`config.mk`:
```
export PLATFORM = sky130hd
export DESIGN_NAME = cpwm_gen
export DESIGN_NICKNAME = d
export VERILOG_FILES = /design/src/rtl/cpwm_pkg.sv /design/src/rtl/cpwm_hostregs.sv /design/src/rtl/cpwm_timebase.sv /design/src/rtl/cpwm_level.sv /design/src/rtl/cpwm_gen.sv
export SDC_FILE = /design/constraint.sdc
export NUM_CORES = 1
export LEC_CHECK = 0
export ABC_AREA = 1
export BUFFER_PORTS_ARGS = -buffer_cell sky130_fd_sc_hd__buf_2
export CORE_ASPECT_RATIO = 0.7
export CORE_MARGIN = 3
export CORE_UTILIZATION = 45
export DETAILED_ROUTE_END_ITERATION = 6
export GPL_TIMING_DRIVEN = 0
export SETUP_SLACK_MARGIN = 0.2
export SLEW_MARGIN = 20
export SYNTH_ARGS = -nofsm -noshare
export SYNTH_HDL_FRONTEND = slang
export SYNTH_SLANG_ARGS = --single-unit
```
`constraint.sdc`:
```
create_clock -name clk -period 3.4 [get_ports clk]
set_clock_uncertainty 0.2 [all_clocks]
set_input_delay 0.17 -clock clk [delete_from_list [all_inputs] [get_ports clk]]
set_output_delay 0.17 -clock clk [all_outputs]
set_load 0.03 [all_outputs]
```
`src/rtl/cpwm_pkg.sv`:
```
package cpwm_pkg;

    // Active control fields decoded from the control byte
    typedef struct packed {
        logic       div2;     // byte bit 5: count every second clock
        logic [2:0] dead;     // byte bits 3:1: dead-time code
        logic       res_full; // byte bit 0: 1 = full resolution
    } ctl_t;

    localparam int CTL_BIT_RES  = 0;
    localparam int CTL_BIT_DEAD = 1;
    localparam int CTL_BIT_DIV  = 5;

    localparam logic [2:0] DEAD_RST = 3'd0;

endpackage

```
`src/rtl/cpwm_hostregs.sv`:
```
module cpwm_hostregs
    import cpwm_pkg::*;
#(
    parameter int DATA_W = 8,
    parameter int ADDR_W = 1
) (
    input  logic              clk,
    input  logic              rst,
    input  logic              wr_en,
    input  logic [ADDR_W-1:0] wr_addr,
    input  logic [DATA_W-1:0] wr_data,
    input  logic              load,
    output logic [DATA_W-1:0] act_pw,
    output ctl_t              act_ctl
);

    localparam logic [ADDR_W-1:0] ADDR_PW  = ADDR_W'(0);
    localparam logic [ADDR_W-1:0] ADDR_CTL = ADDR_W'(1);

    typedef struct packed {
        logic [DATA_W-1:0] stg_pw;
        ctl_t              stg_ctl;
        logic [DATA_W-1:0] act_pw;
        ctl_t              act_ctl;
    } regs_t;

    localparam ctl_t CTL_RST = '{div2: 1'b0, dead: DEAD_RST, res_full: 1'b1};

    regs_t r_d, r_q;

    always_comb begin
        r_d = r_q;
        // Staged copies move into the active set only at a wrap
        if (load) begin
            r_d.act_pw  = r_q.stg_pw;
            r_d.act_ctl = r_q.stg_ctl;
        end
        if (wr_en) begin
            if (wr_addr == ADDR_PW) begin
                r_d.stg_pw = wr_data;
            end else if (wr_addr == ADDR_CTL) begin
                r_d.stg_ctl.res_full = wr_data[CTL_BIT_RES];
                r_d.stg_ctl.dead     = wr_data[CTL_BIT_DEAD +: 3];
                r_d.stg_ctl.div2     = wr_data[CTL_BIT_DIV];
            end
        end
        if (rst) begin
            r_d.stg_pw  = '0;
            r_d.stg_ctl = CTL_RST;
            r_d.act_pw  = '0;
            r_d.act_ctl = CTL_RST;
        end
    end

    always_ff @(posedge clk) begin
        r_q <= r_d;
    end

    assign act_pw  = r_q.act_pw;
    assign act_ctl = r_q.act_ctl;

endmodule

```
`src/rtl/cpwm_timebase.sv`:
```
module cpwm_timebase #(
    parameter int CNT_W = 8
) (
    input  logic             clk,
    input  logic             rst,
    input  logic             div2,
    input  logic             res_full,
    output logic [CNT_W-1:0] cnt,
    output logic             wrap,
    output logic             strobe
);

    localparam logic [CNT_W-1:0] LAST_FULL  = {CNT_W{1'b1}};
    localparam logic [CNT_W-1:0] LAST_SHORT = {1'b0, {(CNT_W-1){1'b1}}};

    typedef struct packed {
        logic [CNT_W-1:0] cnt;
        logic             phase;
        logic             strobe;
    } tb_t;

    tb_t s_d, s_q;
    logic             tick;
    logic [CNT_W-1:0] last;

    always_comb begin
        tick = !div2 || s_q.phase;
        last = res_full ? LAST_FULL : LAST_SHORT;
        wrap = tick && (s_q.cnt == last);

        s_d        = s_q;
        s_d.strobe = 1'b0;
        if (wrap) begin
            s_d.cnt    = '0;
            s_d.phase  = 1'b0;
            s_d.strobe = 1'b1;
        end else begin
            if (tick) begin
                s_d.cnt = s_q.cnt + 1'b1;
            end
            s_d.phase = div2 ? !s_q.phase : 1'b0;
        end
        if (rst) begin
            s_d = '0;
        end
    end

    always_ff @(posedge clk) begin
        s_q <= s_d;
    end

    assign cnt    = s_q.cnt;
    assign strobe = s_q.strobe;

endmodule

```
`src/rtl/cpwm_level.sv`:
```
module cpwm_level #(
    parameter int CNT_W = 8
) (
    input  logic [CNT_W-1:0] cnt,
    input  logic [CNT_W-1:0] pw,
    input  logic             res_full,
    output logic             level
);

    localparam int SHORT_W = CNT_W - 1;

    logic [CNT_W-1:0] code;
    logic             force_hi;

    always_comb begin
        if (res_full) begin
            code     = pw;
            force_hi = (pw == {CNT_W{1'b1}});
        end else begin
            code     = {1'b0, pw[SHORT_W-1:0]};
            force_hi = pw[CNT_W-1] || (pw[SHORT_W-1:0] == {SHORT_W{1'b1}});
        end

        if (force_hi) begin
            level = 1'b1;
        end else if (code <= CNT_W'(1)) begin
            level = 1'b0;
        end else begin
            level = (cnt < code);
        end
    end

endmodule

```
`src/rtl/cpwm_gen.sv`:
```
module cpwm_gen
    import cpwm_pkg::*;
#(
    parameter int DATA_W = 8,
    parameter int ADDR_W = 1
) (
    input  logic              clk,
    input  logic              rst,
    input  logic              wr_en,
    input  logic [ADDR_W-1:0] wr_addr,
    input  logic [DATA_W-1:0] wr_data,
    output logic              pwm_out,
    output logic              pwm_out_n,
    output logic              period_start,
    output logic [2:0]        dead_code
);

    logic [DATA_W-1:0] act_pw;
    ctl_t              act_ctl;
    logic [DATA_W-1:0] cnt_q;
    logic              wrap;
    logic              level;

    cpwm_hostregs #(.DATA_W(DATA_W), .ADDR_W(ADDR_W)) u_regs (
        .clk     (clk),
        .rst     (rst),
        .wr_en   (wr_en),
        .wr_addr (wr_addr),
        .wr_data (wr_data),
        .load    (wrap),
        .act_pw  (act_pw),
        .act_ctl (act_ctl)
    );

    cpwm_timebase #(.CNT_W(DATA_W)) u_tb (
        .clk      (clk),
        .rst      (rst),
        .div2     (act_ctl.div2),
        .res_full (act_ctl.res_full),
        .cnt      (cnt_q),
        .wrap     (wrap),
        .strobe   (period_start)
    );

    cpwm_level #(.CNT_W(DATA_W)) u_lvl (
        .cnt      (cnt_q),
        .pw       (act_pw),
        .res_full (act_ctl.res_full),
        .level    (level)
    );

    assign pwm_out   = level;
    assign pwm_out_n = ~level;
    assign dead_code = act_ctl.dead;

endmodule

```
# Yosys cells after proc, flatten, opt, wreduce, memory -nomap -nowiden
# Cells that the tools add are included.
# W data, S select, Z words.
# totals
elab_cells	35
output_inout_bits	6
romBits	0
register_bits	36
latch_bits	0
ramBits	0
memories	0
in_bits	12
# op_classes
n_eq_ne	3
n_mux	6
shifts	0
n_reduce_logical	9
multipliers	0
n_bitwise	3
add_sub_neg	1
div_mod_pow	0
magnitude_cmp	2
# op_table
op	count
$mux W8	2
$add A8 B1 Y8 const B	1
$eq A8 B8 Y1	1
$eq A8 B8 Y1 const B	1
$le A8 B1 Y1 const B	1
$lt A8 B8 Y1	1
$eq A7 B7 Y1 const B	1
$mux W1	4
$reduce_and A2 Y1	2
$not A1 Y1	3
$reduce_or A3 Y1	1
$logic_not A1 Y1	2
$logic_or A1 B1 Y1	2
$reduce_or A2 Y1	1
$logic_and A1 B1 Y1	1

# Longest topological paths before layout
# Gate-level depths: netlist of the first run.
# logic_depth
word_depth	5
mapped_depth	9

# Hierarchy
# Synthesis of the first run repeated with hierarchy kept, for this count alone.
# unflattened
cells_unflattened	279
hier_area_um2	1923.1
# modules_own_cells
mod	cells_per_inst	n_inst	seq_area_each_um2	area_each_um2
cpwm_hostregs	145	1	520.5	1067.3
cpwm_timebase	80	1	200.2	576.8
cpwm_level	53	1	0.0	275.3
cpwm_gen	1	1	0.0	3.8

# Worst setup path after synthesis of the first run
# No wires, ideal clock.
# synth_timing
kind	register to output
startpoint	register u_regs.r_q, in the netlist u_regs.act_pw[5]
endpoint	output port pwm_out_n
arrival_time_ps	1439
slack_ps	1591
t_required_ps	3030
stages_incl_launch_ff	9
path_buffers	0
path_cell_list	dfxtp_1 inv_1 ha_1 nand2_1 nand2_1 nand2_1 a21oi_1 nor2_1 a21oi_1
# synth_via
elab_chain_len	5
elab_cells_between_ends	10
cone_classes	2 x order compare; 2 x eq/ne; 4 x mux; 1 x bitwise; 1 x reduce/logical
# synth_lines
element	line	source
start: declaration	cpwm_hostregs.sv:29	regs_t r_d, r_q;
start signal: assignment	cpwm_hostregs.sv:56	r_q <= r_d;
$mux W8 / $eq A7 B7 Y1 (equally long branches)	cpwm_level.sv:16, cpwm_level.sv:21	
$lt A8 B8 Y1 (tied with other cells)	cpwm_level.sv:29	level = (cnt < code);
$mux W1, on equally long branches	cpwm_level.sv:26, cpwm_level.sv:16	
$mux W1 *	cpwm_level.sv:24	if (force_hi) begin
$not A1 Y1 *	cpwm_gen.sv:53	assign pwm_out_n = ~level;
end: declaration	cpwm_gen.sv:13	output logic pwm_out_n,
# Mark *: on every way between the ends. The rest lies on a longest branch, timed or not.

# Final worst setup path of the first run
# layout_timing
startpoint	register u_regs.r_q, in the netlist u_regs.act_pw[3]
endpoint	output port pwm_out_n
# Same word-level chain as after synthesis.

==> results_dict.tcl, run 1 <==
set metrics [dict create \
    tightest_slew_ns 0.528 \
    ir_worst_vdd_mv 0.312 \
    max_freq_ghz 0.485 \
    relSlewSlack_pct 64.7 \
    ys_ff_latch 36 \
    finalHoldViolations 0 \
    p_leak_nw 0.952 \
    report.final.slew_viol_count 0 \
    postCtsResizedCells 0 \
    setup_slack_ns 1.34 \
    dieArea_mm2 0.00443 \
    core_mm2 0.00332 \
    postPlaceCellArea_mm2 0.00179 \
    critPathRequiredTime_ns 3.03 \
    diodes 0 \
    row_count 17 \
    p_int_mw 0.676 \
    p_sw_mw 0.199 \
    power-per-cell-area_mw_per_mm2 439 \
    finish.utilization_pct 60.0 \
    hp-class "in2reg" \
    worstSkewPairLatency_ns 0.29 \
    min_period_ns 2.06 \
    min_period_over_period_pct 60.7 \
    antenna_found_initial 0 \
    place_ws_ns 1.65 \
    syn-cell-area_mm2 0.00165 \
    crit_type "reg2out" \
    route.detailed.drc 0 \
    clock-sinks 36 \
    start_util_pct 49.6 \
    cp.arrival_ns 1.69 \
    clkPwrFrac_pct 42.9 \
    finalSetupTns_ns 0 \
    grt_pass1_vias 1405 \
    swShare_pct 22.7 \
    worstPathMaxFanout 3 \
    seqPwrFrac_pct 50.7 \
    startpoint_type "flip-flop" \
    layout-drive-gt1-share_pct 14.8 \
    root_buffer "clkbuf_8" \
    combinationalPowerShare_pct 6.4 \
    globalRouteTotalUtil_pct 17.6 \
    antenna_left 0 \
    wl_mm 3.57 \
    seq_area_frac_synth_pct 43.8 \
    finalInstanceArea_mm2 0.00199 \
    via_per_inst 4.92 \
    grt_setup_unrepaired "false" \
    clockBufferDepth 2 \
    routabilityCongestion 0.827 \
    route.vias.total 1496 \
    cts_inserted_buffers 5 \
    port_buffers 17 \
    path_clk_slew_ns 0.08 \
    crit_path_end_kind "output port" \
    cts_tree "yes" \
    cap_violations 0 \
    globalRouteOverflowTotal 0 \
    finalSetupViolCount 0 \
    synth_nets 243 \
    r2r_slack_ns 1.75 \
    fin_nets 276 \
    grt_max_degree 13 \
    synth_area_per_cell_um2 7.38 \
    cts_max_level 2 \
    syn_to_final_growth_pct 21.0 \
    first_iter_violations 134 \
    routedWlPerCell_um 11.8 \
    first_pass_iters 4 \
    post-cts-setup-buffers 0 \
    status "finished clean" \
    place_hpwl_mm 2.67 \
    syn_inst 223 \
    die_y_um 56.6 \
    ios 18 \
    yosysWarningCount 0 \
    grt_pass1_wl_mm 6.20 \
    die_w_um 78.3 \
    ys_types 22 \
]
## kinds of logic after synthesis
family | Yosys count | synth area share (%)
XOR/XNOR | 5 | 2.66
adder cells (fa/ha/maj) | 8 | 6.08
AO/OA/AOI/OAI | 20 | 6.23
flip-flops | 36 | 43.8
buffers and inverters | 29 | 7.83
AND/OR/NAND/NOR | 125 | 33.4
## power groups by stage
| stage | clock network, mW | registers [mW] | logic (mW) |
|---|---|---|---|
| 3_3_place_gp | 0 | 0.453 | 0.0451 |
| 4_1_cts | 0.377 | 0.443 | 0.0556 |
| 2_1_floorplan | 0 | 0.450 | 0.0310 |
| 5_1_grt | 0.401 | 0.445 | 0.0661 |
| 6_report | 0.375 | 0.444 | 0.0559 |
| 3_5_place_dp | 0 | 0.453 | 0.0476 |
## worst paths after layout
kind                                                     from                        endpoint  cells after the start
worst max register to register       u_tb.cnt[1]$_SDFFE_PP0P_  u_regs.act_ctl[4]$_SDFFE_PP0P_                      8
worst max-delay path            u_regs.act_pw[3]$_SDFFE_PP0P_                       pwm_out_n                      9
worst min-delay path                                  wr_addr     u_regs.r_q[13]$_SDFFE_PP1P_                      4
worst min register to register    u_regs.r_q[21]$_SDFFE_PP0P_   u_regs.act_pw[3]$_SDFFE_PP0P_                      2
## sequential cells by signal, indices dropped and copies added (netlist names)
register,cells
u_regs.act_ctl,5
u_regs.act_pw,8
u_regs.r_q,13
u_tb.cnt,8
u_tb.s_q,1
u_tb.strobe,1
## synth_stat cells
master,number,area (um2)
nand3_1,22,110
xnor2_1,2,17.5
buf_6,1,11.3
clkbuf_1,2,7.51
or2_2,1,6.26
nor2_1,37,139
ha_1,8,100
buf_2,1,5.00
nand2_4,2,22.5
xor2_1,3,26.3
o21bai_1,1,7.51
nor3_1,5,25.0
a21oi_1,7,35.0
nor2_2,1,6.26
inv_1,21,78.8
buf_4,3,22.5
o21ai_0,12,60.1
nor2_4,2,22.5
dfxtp_1,36,721
clkinv_1,1,3.75
nand3_2,2,20.0
nand2_1,53,199
## through the flow
step / hold WS, ns / cells / total power [mW]
after floorplan: 0.0493 / 223 / 0.481
after global placement: 0.191 / 287 / 0.498
after detailed placement: 0.197 / 287 / 0.501
after CTS: 0.0861 / 304 / 0.876
after global routing: 0.149 / 304 / 0.912
final: 0.0881 / 304 / 0.875
## worst max-delay path, cell delays in order, from the launching register on
cell     delay, ns
dfxtp_1       0.38
inv_1         0.08
ha_1          0.30
nand2_1       0.05
inv_1         0.04
nand2_1       0.05
nand2_1       0.08
nand2_1       0.07
a21oi_1       0.14
buf_2         0.21
## repair_timing
item / 4_1_cts / 5_1_grt
endpoints found under the hold margin: 14 / 0
endpoints found under the setup margin: 0 / 0
hold buffers: 9 / 0
## cell usage in the layout, fill, tap and decap left out, drive strengths merged
master       Yosys  routed
dfxtp           36      36
xnor2            2       2
xor2             3       3
or2              1       1
inv             21      21
dlygate4sd3      0       9
nand2           55      55
clkinvlp         0       1
clkinv           1       2
a21oi            7       7
clkbuf           2       7
nor2            40      40
o21bai           1       1
o21ai           12      12
ha               8       8
buf              5      22
nand3           24      24
nor3             5       5
bufinv           0       1
## layout make-up
class	instances	area, um2
fillers	336	1330
multi-input cells	158	797
flip-flops and latches	36	721
repair buffers	26	175
inverters	22	82.6
clock buffers	5	68.8
well taps	47	58.8
plain buffers	7	46.3
clock inverters	3	42.5
## routing by layer
metal | wire, um | track usage (%)
met5 | 0 | 0
met4 | 65 | 6.48
met3 | 150 | 5.13
met2 | 1490 | 25.1
met1 | 1860 | 25.0
(Power assumes the default switching activity.)
==> run 2: changes to the inputs <==
==> constraint.sdc (replaced) <==
create_clock -name clk -period 2.1 [get_ports clk]
set_clock_uncertainty 0.2 [all_clocks]
set_input_delay 0.105 -clock clk [delete_from_list [all_inputs] [get_ports clk]]
set_output_delay 0.105 -clock clk [all_outputs]
set_load 0.03 [all_outputs]
==> results_dict.tcl, run 2 (same netlist as run 1, synthesis figures left out) <==
set metrics [dict create \
    routedWlPerCell_um 11.9 \
    worstSkewPairLatency_ns 0.29 \
    tightest_slew_ns 0.532 \
    diodes 0 \
    layout-drive-gt1-share_pct 24.6 \
    crit_type "reg2out" \
    antenna_left 0 \
    first_iter_violations 104 \
    finalSetupTns_ns 0 \
    critPathRequiredTime_ns 1.79 \
    status "finished clean" \
    via_per_inst 4.87 \
    wl_mm 3.66 \
    ir_worst_vdd_mv 0.500 \
    route.detailed.drc 0 \
    grtUsageMet2_pct 25.7 \
    gr-usage-met1_pct 25.4 \
    place_hpwl_mm 2.67 \
    syn_to_final_growth_pct 27.7 \
    start_util_pct 49.6 \
    grt_max_degree 13 \
    core_mm2 0.00332 \
    relSlewSlack_pct 64.4 \
    hold-path-cell-count 4 \
    startpoint_type "flip-flop" \
    crit_path_end_kind "output port" \
    multi_input_area_um2 860 \
    dp_cells 287 \
    clockBufferDepth 2 \
    clock-sinks 36 \
    min_period_ns 1.89 \
    globalRouteOverflowTotal 0 \
    largest_reg_flops 13 \
    power-per-cell-area_mw_per_mm2 674 \
    p_leak_nw 0.981 \
    finalHoldViolations 0 \
    row_count 17 \
    worstPathMaxFanout 2 \
    top_register "u_regs.r_q" \
    cts_max_level 2 \
    met3_usage_pct 5.13 \
    grt_setup_unrepaired "true" \
    die_w_um 78.3 \
    max_freq_ghz 0.530 \
    finalSetupViolCount 0 \
    antenna_found_initial 0 \
    routabilityCongestion 0.827 \
    r2r_slack_ns 0.45 \
    report.final.slew_viol_count 0 \
    ios 18 \
    min_period_over_period_pct 89.9 \
    fin_nets 279 \
    globalRouteTotalUtil_pct 17.9 \
    gr-max-usage-layer "met2" \
    final_common_cell "nand2_1" \
    first_pass_iters 4 \
    grt_pass1_wl_mm 6.32 \
    route.vias.total 1495 \
    cts_inserted_buffers 5 \
    cts_tree "yes" \
    grt_pass1_vias 1424 \
    seq_area_um2 733 \
    port_buffers 17 \
    path_clk_slew_ns 0.08 \
    hp-class "in2reg" \
    cap_violations 0 \
    final_cell_mix "nand2_1, nor2_1, dfxtp_1" \
    dieArea_mm2 0.00443 \
    stdcell_count 307 \
    n_fill_cell 327 \
    die_y_um 56.6 \
    cp.arrival_ns 1.58 \
    root_buffer "clkbuf_8" \
    ff2ff_path_depth 8 \
]
run 2: layout make-up:
| cell class | instances | share of cell area [%] |
|---|---|---|
| Clock inverter | 3 | 2.02 |
| Timing Repair Buffer | 29 | 10.0 |
| Tap cell | 47 | 2.80 |
| Clock buffer | 5 | 3.27 |
| Multi-Input combinational cell | 158 | 40.9 |
| Sequential cell | 36 | 34.9 |
| Inverter | 22 | 3.93 |
| Buffer | 7 | 2.20 |
run 2: metal layers:
metal | routed length, um | vias to the layer above | share of wire [%]
li1 | - | 777 | -
met4 | 56 | 0 | 1.5
met2 | 1580 | 29 | 43
met5 | 0 | - | 0
met3 | 152 | 7 | 4.2
met1 | 1870 | 682 | 51
run 2: where the power goes:
| group | total, mW | internal, mW | switching [mW] |
|---|---|---|---|
| Clock | 0.605 | 0.351 | 0.254 |
| Combinational | 0.0942 | 0.0415 | 0.0527 |
| Sequential | 0.718 | 0.703 | 0.0144 |
| Total | 1.42 | 1.10 | 0.321 |
run 2: path summary, 6_finish.rpt:
kind	from	endpoint
setup / recovery	u_regs.act_pw[5]$_SDFFE_PP0P_	pwm_out_n
hold / removal	wr_addr	u_regs.r_q[13]$_SDFFE_PP1P_
setup reg to reg	u_tb.cnt[1]$_SDFFE_PP0P_	u_regs.act_pw[2]$_SDFFE_PP0P_
hold reg to reg	u_regs.r_q[21]$_SDFFE_PP0P_	u_regs.act_pw[3]$_SDFFE_PP0P_
run 2: stage by stage:
stage	worst slack, ns	hold WS [ns]	area [um2]	total power, mW	util, %
after floorplan	0.356	-0.0157	1650	0.779	-
after global placement	0.442	0.126	1790	0.806	54.0
after detailed placement	0.412	0.132	1790	0.811	54.0
after CTS	0.176	0.0211	2030	1.42	61.1
after global routing	0.0991	0.0836	2100	1.48	63.3
final	0.212	0.0214	2100	1.42	63.3
run 2: what timing repair did:
item,CTS,global route
gates resized for setup,10,17
setup buffers,1,2
pin swaps,2,8
hold buffers,9,0
endpoints found under the hold margin,18,0
setup endpoints to repair,2,2
run 2: worst max-delay path, cell delays in order, from the launching register on:
cell and delay (ns):
dfxtp_2 0.34, inv_2 0.05, ha_4 0.26, nand2_2 0.05, nand2_2 0.07, nand2_2 0.05, a21oi_2 0.14, nor2_2 0.07
a21oi_2 0.13, buf_6 0.14
==> run 3: changes to the inputs <==
--- a/config.mk
+++ b/config.mk
@@ -16,4 +16,5 @@
 export SLEW_MARGIN = 20
 export SYNTH_ARGS = -nofsm -noshare
 export SYNTH_HDL_FRONTEND = slang
+export SYNTH_HIERARCHICAL = 1
 export SYNTH_SLANG_ARGS = --single-unit
==> results_dict.tcl, run 3 <==
set metrics [dict create \
    path_buf_inv 4 \
    root_buffer "clkbuf_8" \
    synth_area_leader_cell "dfxtp_1" \
    relSlewSlack_pct 83.3 \
    power-per-cell-area_mw_per_mm2 557 \
    crit_family "flip-flops" \
    globalRouteTotalUtil_pct 16.9 \
    die_w_um 84.1 \
    grt_pass1_wl_mm 6.72 \
    route.vias.total 1690 \
    first_pass_iters 4 \
    cts_tree "yes" \
    synth_edf_count 0 \
    tightest_slew_ns 0.251 \
    synth_area_per_cell_um2 6.89 \
    cts_max_level 2 \
    clock-sinks 36 \
    r2r-start "u_tb/cnt[0]$_SDFFE_PP0P_" \
    worstPathMaxFanout 2 \
    largest_reg_flops 13 \
    start_util_pct 47.9 \
    synth.most_common_cell "nor2_1" \
    top_register "u_regs/r_q" \
    route.detailed.drc 0 \
    final_common_cell "nor2_1" \
    async_flop_share_pct 0 \
    die_y_um 60.7 \
    yosysWarningCount 6 \
    clockBufferDepth 2 \
    ff2ff_path_depth 11 \
    status "finished clean" \
    critical_path.cell_chain "buf_6 -> inv_4 -> ha_4 -> nand2_2 -> nand2_1 -> nand2_1 -> a21oi_2 -> nor2_1 -> nand2_1 -> nand2_2 -> inv_2 -> buf_6" \
    syn_to_final_growth_pct 26.0 \
    report.final.slew_viol_count 0 \
    port_buffers 16 \
    core_mm2 0.00402 \
    n_fill_cell 393 \
    cap_violations 0 \
    crit_top_cell "nand2_1" \
    startpoint_type "flip-flop" \
    slowest_stage "dfxtp_2" \
    layout-drive-gt1-share_pct 28.3 \
    synthFlopType "dfxtp_1" \
    ys_ff_latch 36 \
    r2r_slack_ns 0.36 \
    crit_cells 12 \
    cp.arrival_ns 1.64 \
    antenna_left 0 \
    grt_max_degree 12 \
    syn-cell-area_mm2 0.00192 \
    cts_inserted_buffers 5 \
    finalHoldViolations 0 \
    crit_path_end_kind "output port" \
    synth_area_leaders "dfxtp_1, nor2_1, nand2_1, buf_4, inv_1" \
    wl_mm 3.97 \
    place_hpwl_mm 2.78 \
    endpoint "pwm_out_n" \
    hp-class "reg2reg" \
    synth.top_cells.by_count "nor2_1, nand2_1, dfxtp_1, inv_1, buf_4" \
    syn_inst 279 \
    grt_setup_unrepaired "true" \
    ys_types 24 \
    min_period_ns 1.94 \
    p_leak_nw 1.23 \
    fin_nets 340 \
    ir_worst_vdd_mv 0.536 \
    first_iter_violations 96 \
    routabilityCongestion 0.769 \
    globalRouteOverflowTotal 0 \
    grt_pass1_vias 1520 \
    timing.rr.end "u_regs/act_pw[4]$_SDFFE_PP0P_" \
    max_freq_ghz 0.515 \
    routedWlPerCell_um 10.6 \
    crit_type "reg2out" \
    worstSkewPairLatency_ns 0.28 \
    finalSetupViolCount 0 \
    row_count 19 \
    antenna_found_initial 0 \
    path_clk_slew_ns 0.07 \
    hold-path-cell-count 2 \
    critPathRequiredTime_ns 1.79 \
    dieArea_mm2 0.00511 \
    finalSetupTns_ns 0 \
    synth_nets 299 \
    synth_top_area_share_pct 37.5 \
    slowest_delay_ns 0.33 \
    min_period_over_period_pct 92.5 \
    via_per_inst 4.53 \
    crit_path_start "u_regs/act_pw[5]$_SDFFE_PP0P_" \
    diodes 0 \
    finish.utilization_pct 60.3 \
    ios 18 \
    seq_area_frac_synth_pct 37.5 \
    final_cell_mix "nor2_1, nand2_1, inv_1" \
]
[run 3: cell count changes in the layout (fill, tap and decap cells not counted), moves of 3 or more]
cell           before  now
a21oi_1             5    1
nand2_1            47   44
inv_2               1    8
o21ai_0            12    3
nor3_1              5    1
dlygate4sd3_1       9   14
o21ai_1             0   14
nand3_1            22   17
inv_1              20   31
buf_4               6   25
nor2_1             36   67
[run 3: cell type report]
class | instances | area, um2 | share of cell area, %
sequential | 36 | 736 | 30.4
tap | 52 | 65.1 | 2.69
inverter | 40 | 153 | 6.30
clock inverter | 1 | 7.51 | 0.310
buffer | 26 | 191 | 7.90
clock buffer | 7 | 86.3 | 3.56
multi-input combinational | 177 | 921 | 38.0
timing repair buffer | 34 | 263 | 10.8
[run 3: cell families (layout without fill, tap and decap cells)]
logic type | count (synthesis) | count (layout) | synth area share (%)
AO/OA/AOI/OAI | 22 | 22 | 6.25
XOR/XNOR | 2 | 2 | 0.911
adder cells (fa/ha/maj) | 8 | 8 | 5.21
buffers and inverters | 66 | 108 | 17.4
flip-flops | 36 | 36 | 37.5
AND/OR/NAND/NOR | 145 | 145 | 32.7
[run 3: worst min-delay path by stage]
stage / start / end
final: u_regs/act_ctl[0]$_SDFFE_PP1P_ / u_regs/act_ctl[0]$_SDFFE_PP1P_
after global routing: u_regs/r_q[13]$_SDFFE_PP1P_ / u_regs/act_ctl[0]$_SDFFE_PP1P_
after global placement: rst / u_tb/strobe$_SDFF_PP0_
after CTS: u_regs/act_ctl[0]$_SDFFE_PP1P_ / u_regs/act_ctl[0]$_SDFFE_PP1P_
after floorplan: rst / u_tb/s_q[1]$_SDFF_PP0_
after detailed placement: rst / u_tb/strobe$_SDFF_PP0_
[run 3: where the power goes]
group | switching, mW | internal [mW] | total (mW)
registers | 0.0135 | 0.703 | 0.717
clock network | 0.235 | 0.266 | 0.501
logic | 0.0682 | 0.0629 | 0.131
[run 3: what timing repair did]
item                                    in CTS  in global routing
pin swaps                                    1                  1
setup buffers                                4                  0
hold buffers                                14                  0
endpoints found under the hold margin       19                  0
gates resized for setup                     19                 10
endpoints found under the setup margin       2                 12
[run 3: metrics by stage]
step                      hold WS [ns]  power [mW]  area [um2]  std cells  setup WS [ns]
after floorplan                -0.0226       0.810        1920        279          0.275
after global placement           0.123       0.841        2070        347          0.249
after detailed placement         0.126       0.843        2070        347          0.226
after CTS                        0.266        1.37        2390        373          0.157
after global routing             0.289        1.43        2420        373         0.0453
final                            0.259        1.35        2420        373          0.157
[run 3: per-layer routing]
layer | share of wire [%] | wire length (um) | vias up | global-route usage (%)
li1 | - | - | 918 | -
met5 | 0 | 0 | - | 0
met1 | 55 | 2180 | 741 | 24.2
met2 | 41 | 1610 | 27 | 24.4
met3 | 3.6 | 143 | 4 | 5.16
met4 | 0.83 | 33 | 0 | 5.96
[run 3: worst register-to-register path, stage by stage, from the launching register on]
cell and delay [ns]:
dfxtp_2 0.36, ha_1 0.18, nand2_1 0.06, inv_1 0.10, nand2_4 0.07, nor2_4 0.11, nand2_4 0.08, inv_2 0.09
inv_2 0.05, buf_2 0.17, nor2_1 0.11, nor2_1 0.05
